### config.mk
export PLATFORM = sky130hd
export DESIGN_NAME = dds_quad_synth
export DESIGN_NICKNAME = d
export VERILOG_FILES = /design/src/rtl/dds_pkg.sv /design/src/rtl/dds_phase_acc.sv /design/src/rtl/dds_quad_fold.sv /design/src/rtl/dds_interp.sv /design/src/rtl/dds_quad_synth.sv
export SDC_FILE = /design/constraint.sdc
export NUM_CORES = 2
export LEC_CHECK = 0
export ABC_CLOCK_PERIOD_IN_PS = 29000
export CORE_ASPECT_RATIO = 0.8
export CORE_MARGIN = 4
export CORE_UTILIZATION = 35
export CTS_BUF_LIST = sky130_fd_sc_hd__clkbuf_4 sky130_fd_sc_hd__clkbuf_8
export CTS_CLUSTER_DIAMETER = 60
export CTS_CLUSTER_SIZE = 12
export DETAILED_ROUTE_END_ITERATION = 7
export SETUP_SLACK_MARGIN = 0.02
export SYNTH_ARGS = -nofsm -noshare
export SYNTH_HDL_FRONTEND = slang
export SYNTH_HIERARCHICAL = 1
export SYNTH_SLANG_ARGS = --single-unit
### constraint.sdc
create_clock -name clk -period 29 [get_ports clk]
set_input_delay 4.35 -clock clk [delete_from_list [all_inputs] [get_ports clk]]
set_output_delay 4.35 -clock clk [all_outputs]
set_load 0.05 [all_outputs]
### src/rtl/dds_pkg.sv
package dds_pkg;

  // Table geometry: 2^TBL_IDX_W segments across one quadrant, plus an endpoint.
  localparam int TBL_IDX_W = 4;
  localparam int TBL_W     = 16;

  typedef logic [TBL_W-1:0]   tbl_word_t;
  typedef logic [TBL_IDX_W:0] tbl_idx_t;

  // Quarter-wave samples sin(k*pi/32) scaled by 32767; entry 16 is full scale.
  function automatic tbl_word_t quarter_point(input tbl_idx_t k);
    tbl_word_t v;
    case (k)
      5'd0:  v = 16'd0;
      5'd1:  v = 16'd3212;
      5'd2:  v = 16'd6393;
      5'd3:  v = 16'd9512;
      5'd4:  v = 16'd12539;
      5'd5:  v = 16'd15446;
      5'd6:  v = 16'd18204;
      5'd7:  v = 16'd20787;
      5'd8:  v = 16'd23170;
      5'd9:  v = 16'd25329;
      5'd10: v = 16'd27245;
      5'd11: v = 16'd28898;
      5'd12: v = 16'd30273;
      5'd13: v = 16'd31356;
      5'd14: v = 16'd32137;
      5'd15: v = 16'd32609;
      default: v = 16'd32767;
    endcase
    return v;
  endfunction

endpackage

### src/rtl/dds_phase_acc.sv
module dds_phase_acc #(
  parameter int PHASE_W = 20
) (
  input  logic               clk,
  input  logic               rst,
  input  logic               adv,
  input  logic [PHASE_W-1:0] step,
  output logic [PHASE_W-1:0] phase
);

  // Wraps modulo 2^PHASE_W; holds while the pipeline is stalled.
  always_ff @(posedge clk) begin
    if (rst)      phase <= '0;
    else if (adv) phase <= phase + step;
  end

endmodule

### src/rtl/dds_quad_fold.sv
module dds_quad_fold
  import dds_pkg::*;
#(
  parameter int PHASE_W = 20
) (
  input  logic [PHASE_W-1:0]                     phase,
  output logic                                   neg,
  output tbl_idx_t                               idx,
  output logic [PHASE_W-3-TBL_IDX_W:0]           frac
);

  localparam int R_W    = PHASE_W - 2;
  localparam int FRAC_W = R_W - TBL_IDX_W;

  logic [1:0]     quad;
  logic [R_W-1:0] off;
  logic [R_W:0]   folded;

  assign quad = phase[PHASE_W-1 -: 2];
  assign off  = phase[R_W-1:0];

  // Exact mirror in quadrants 1 and 3: a full quadrant minus the offset,
  // so a zero offset reaches the endpoint entry.
  always_comb begin
    if (quad[0]) folded = {1'b1, {R_W{1'b0}}} - {1'b0, off};
    else         folded = {1'b0, off};
  end

  assign neg  = quad[1];
  assign idx  = folded[R_W:FRAC_W];
  assign frac = folded[FRAC_W-1:0];

endmodule

### src/rtl/dds_interp.sv
module dds_interp
  import dds_pkg::*;
#(
  parameter int OUT_W  = 9,
  parameter int FRAC_W = 14
) (
  input  logic                     neg,
  input  tbl_idx_t                 idx,
  input  logic [FRAC_W-1:0]        frac,
  output logic signed [OUT_W-1:0]  amp
);

  localparam int AMP    = (1 << (OUT_W - 1)) - 1;
  localparam int PROD_W = FRAC_W + TBL_W;
  localparam int SC_W   = TBL_W + OUT_W;
  localparam int MAG_W  = OUT_W - 1;

  localparam logic [PROD_W-1:0] P_HALF = PROD_W'(1) << (FRAC_W - 1);
  localparam logic [SC_W-1:0]   S_HALF = SC_W'(1) << (TBL_W - 2);
  localparam logic [SC_W-1:0]   S_AMP  = SC_W'(AMP);

  tbl_idx_t          idx_nx;
  tbl_word_t         lo, hi, dlt, y;
  logic [PROD_W-1:0] prod;
  logic [SC_W-1:0]   sc;
  logic [MAG_W-1:0]  mag;

  // The endpoint index occurs only with a zero fraction; clamp its neighbour.
  assign idx_nx = idx[TBL_IDX_W] ? idx : idx + {{TBL_IDX_W{1'b0}}, 1'b1};

  always_comb begin
    lo   = quarter_point(idx);
    hi   = quarter_point(idx_nx);
    dlt  = hi - lo;
    prod = {{TBL_W{1'b0}}, frac} * {{FRAC_W{1'b0}}, dlt} + P_HALF;
    y    = lo + TBL_W'(prod >> FRAC_W);
    sc   = SC_W'(y) * S_AMP + S_HALF;
    mag  = MAG_W'(sc >> (TBL_W - 1));
    amp  = neg ? -$signed({1'b0, mag}) : $signed({1'b0, mag});
  end

endmodule

### src/rtl/dds_quad_synth.sv
module dds_quad_synth
  import dds_pkg::*;
#(
  parameter int PHASE_W = 20,
  parameter int OUT_W   = 9
) (
  input  logic                     clk,
  input  logic                     rst,
  input  logic [PHASE_W-1:0]       tune_word,
  input  logic                     smp_ready,
  output logic                     smp_valid,
  output logic signed [OUT_W-1:0]  smp_sin,
  output logic signed [OUT_W-1:0]  smp_cos
);

  localparam int FRAC_W = PHASE_W - 2 - TBL_IDX_W;
  localparam int N_CH   = 2;
  localparam logic [PHASE_W-1:0] QUARTER = PHASE_W'(1) << (PHASE_W - 2);

  logic               adv;
  logic               fold_vld;
  logic [PHASE_W-1:0] acc;

  // Whole pipeline moves together; a stalled sink freezes every stage.
  assign adv = !smp_valid || smp_ready;

  dds_phase_acc #(.PHASE_W(PHASE_W)) u_acc (
    .clk   (clk),
    .rst   (rst),
    .adv   (adv),
    .step  (tune_word),
    .phase (acc)
  );

  always_ff @(posedge clk) begin
    if (rst) begin
      fold_vld  <= 1'b0;
      smp_valid <= 1'b0;
    end else if (adv) begin
      fold_vld  <= 1'b1;
      smp_valid <= fold_vld;
    end
  end

  // Channel 0: sine at the accumulated phase; channel 1: a quarter turn ahead.
  for (genvar c = 0; c < N_CH; c++) begin : g_ch
    logic [PHASE_W-1:0]        ch_phase;
    logic                      f_neg;
    tbl_idx_t                  f_idx;
    logic [FRAC_W-1:0]         f_frac;
    logic                      s1_neg;
    tbl_idx_t                  s1_idx;
    logic [FRAC_W-1:0]         s1_frac;
    logic signed [OUT_W-1:0]   amp_d;
    logic signed [OUT_W-1:0]   amp_q;

    if (c == 0) begin : g_sin
      assign ch_phase = acc;
    end else begin : g_cos
      assign ch_phase = acc + QUARTER;
    end

    dds_quad_fold #(.PHASE_W(PHASE_W)) u_fold (
      .phase (ch_phase),
      .neg   (f_neg),
      .idx   (f_idx),
      .frac  (f_frac)
    );

    always_ff @(posedge clk) begin
      if (rst) begin
        s1_neg  <= 1'b0;
        s1_idx  <= '0;
        s1_frac <= '0;
      end else if (adv) begin
        s1_neg  <= f_neg;
        s1_idx  <= f_idx;
        s1_frac <= f_frac;
      end
    end

    dds_interp #(.OUT_W(OUT_W), .FRAC_W(FRAC_W)) u_interp (
      .neg  (s1_neg),
      .idx  (s1_idx),
      .frac (s1_frac),
      .amp  (amp_d)
    );

    always_ff @(posedge clk) begin
      if (rst)      amp_q <= '0;
      else if (adv) amp_q <= amp_d;
    end
  end

  assign smp_sin = g_ch[0].amp_q;
  assign smp_cos = g_ch[1].amp_q;

endmodule

==> impl_metrics.toml <==
[status]
status = "complete, no violations"

[setup_path]
slowest_stage = "fa_1"
crit_path_max_incr_delay_ns = 0.56
cp_max_fo = 14
worst_setup_path_end_kind = "flop"
critPathArrivalTime_ns = 17.37
worstSetupPathType = "reg -> reg"
critPathLaunchType = "flop"
cp.required_ns = 29.33

[clocking]
cts_buffers = 9
cts_resized = 0
root_buffer = "clkbuf_8"
cts_setup_buffers = 0
cts.path.max_buffers = 2
h-tree-depth = 3
cts_tree = "yes"
cts_hold_buf = 0
clk_pin_slew_ns = 0.10
clock_latency_ns = 0.41
clock-sinks = 80

[final_layout]
final_common_cell = "inv_1"
layout.nets = 4476
syn_to_final_growth_pct = 5.788
design_area_um2 = 32450
layout_common_cells = "731 x inv_1, 465 x fa_1, 431 x ha_1"
layout-drive-gt1-share_pct = 3.735
fillers = 8760

[yosys]
syn_avg_cell_area_um2 = 8.497
synthCells = 3610
ys.flop_type = "dfxtp_1"
synth-seq-area-share_pct = 5.221
netlist_area_um2 = 30670
synthXorXnorAreaFrac_pct = 5.315
synth_compound_area_share_pct = 11.53
yosysWarnings = 6
synthDistinctLibCells = 104
syn-num-nets = 4529
async_reset_ff_share_pct = 0
synth_edf_count = 0
synth_top_family_by_area = "adder cells"
ys_ff_latch = 80
synth_fa_ha_area_share_pct = 47.93
synthSimpleGateAreaFrac_pct = 18.45
synth_mux_area_share_pct = 0.6363

[die]
io_pins = 42
fp.dieH_um = 272.8
die_w_um = 339.0
start_util_pct = 35.52
die_area_um2 = 92470
std_cell_rows = 96
coreArea_um2 = 86360

[placement]
hpwl_um = 59540
place_area_um2 = 32230
port_buffers = 41
gp_congestion = 0.8519

[global_route]
grt.busiest_layer = "met1"
grt_use_met1_pct = 26.45
grt_max_degree = 106
grtUsageTotal_pct = 16.30
grt_util_met2_pct = 23.22
overflow = 0
use_met3_pct = 2.412
grt_pass1_wl_um = 124700
antenna_found_initial = 1
grt_pass1_vias = 23240

[detailed_routing]
wl_per_cell_um = 15.61
drc = 0
ant_nets = 0
viasPerCell = 4.972
drt_wl_total_um = 73210
vias = 23320
dr.first_iter.drc_count = 1626
drtPass1Iterations = 6

[timing]
fmax_mhz = 58.71
rsz0062_at_grt = "false"
worst_pin_slew_ns = 1.203
holdWs_ns = 0.4669
setup_viol = 0
setup-tns-final_ns = 0
final-max-slew-violation-count = 0
clock_skew_ns = 0.01785
period_minus_slack_ns = 17.03
slew_headroom_pct = 19.49
min_period_over_period_pct = 58.74
timing.final.hold_violations = 0

[worst_hold_path]
hold_class = "reg -> reg"

[run]
drv_cap = 0
-- cell usage after synthesis, types with 13 or more instances --
| library cell | n | area [um^2] |
|---|---|---|
| inv_1 | 731 | 2744 |
| fa_1 | 465 | 9309 |
| ha_1 | 431 | 5393 |
| nand2_1 | 326 | 1224 |
| and2_1 | 202 | 1264 |
| nor2_1 | 128 | 480.5 |
| xnor2_1 | 125 | 1095 |
| o21ai_0 | 119 | 595.6 |
| clkbuf_1 | 115 | 431.7 |
| a21oi_1 | 105 | 525.5 |
| nand2b_1 | 99 | 619.3 |
| dfxtp_1 | 80 | 1602 |
| nand4bb_1 | 58 | 653.1 |
| xor2_1 | 56 | 490.5 |
| nand3_1 | 48 | 240.2 |
| o21ai_1 | 41 | 205.2 |
| nor3_1 | 37 | 185.2 |
| nor2b_1 | 31 | 193.9 |
| a21o_1 | 28 | 210.2 |
| o21a_1 | 25 | 187.7 |
| o211ai_1 | 20 | 150.1 |
| o21bai_1 | 20 | 150.1 |
| a31oi_1 | 19 | 118.9 |
| a21boi_0 | 16 | 120.1 |
| and3_1 | 15 | 93.84 |
| mux2i_1 | 15 | 150.1 |
| nor3b_1 | 14 | 105.1 |
| a211oi_1 | 13 | 97.59 |
| buf_2 | 13 | 65.06 |
| or2_2 | 13 | 81.33 |
-- metrics by stage --
step	util (%)	worst slack (ns)	std cells
global route	37.57	10.73	4689
CTS	37.57	12.05	4688
floorplan	-	13.49	3610
finish	37.57	11.97	4690
global placement	37.32	12.53	4673
detailed placement	37.32	12.10	4673
-- layer usage --
layer	vias up	routed length, um
met5	-	0
met4	0	393
met3	32	3597
met2	480	29250
met1	11390	39960
li1	11420	-
-- cells by family after synthesis --
kind of cell | Yosys count
compound gates | 521
xor+xnor | 183
fa+ha+maj | 896
buf+inv | 875
flops | 80
mux | 19
simple gates | 1036
-- worst max-delay path, delay by kind of cell (launching register included) --
| kind | cells | cell delay (ns) |
|---|---|---|
| AND/OR/NAND/NOR | 11 | 1.51 |
| XOR/XNOR | 3 | 0.65 |
| flip-flops | 1 | 0.51 |
| multiplexers | 1 | 0.36 |
| buffers and inverters | 11 | 0.84 |
| adder cells (fa/ha/maj) | 18 | 7.75 |
| AO/OA/AOI/OAI | 23 | 5.32 |
-- registers in the layout, summed over array words and instances (netlist names) --
register / cells
smp_sin: 9
g_ch.s1_neg: 2
smp_valid: 1
g_ch.s1_idx: 10
u_acc/phase: 20
g_ch.s1_frac: 28
smp_cos: 9
fold_vld: 1
-- path summary, 6_finish.rpt --
check                                  from                      end  slack (ns)  cells past startpoint
max          g_ch[0].s1_idx[0]$_SDFFE_PP0P_  smp_sin[6]$_SDFFE_PP0P_       11.97                     67
min                   fold_vld$_SDFFE_PP0P_    fold_vld$_SDFFE_PP0P_        0.47                      2
max reg2reg  g_ch[0].s1_idx[0]$_SDFFE_PP0P_  smp_sin[6]$_SDFFE_PP0P_       11.97                     67
min reg2reg           fold_vld$_SDFFE_PP0P_    fold_vld$_SDFFE_PP0P_        0.47                      2
-- final cells by class --
class                      count  area [um^2]  area share (%)
timing repair buffer          79        688.2           2.121
tap                         1127         1410           4.346
clock buffer                   9        123.9          0.3817
antenna                        2        5.005         0.01542
inverter                     732         2748           8.468
multi-input combinational   2655        25780           79.44
clock inverter                 6        92.59          0.2853
sequential                    80         1603           4.939
Power is not shown: default switching activity piles up to over one toggle a cycle in this logic, so the estimate is an artifact.
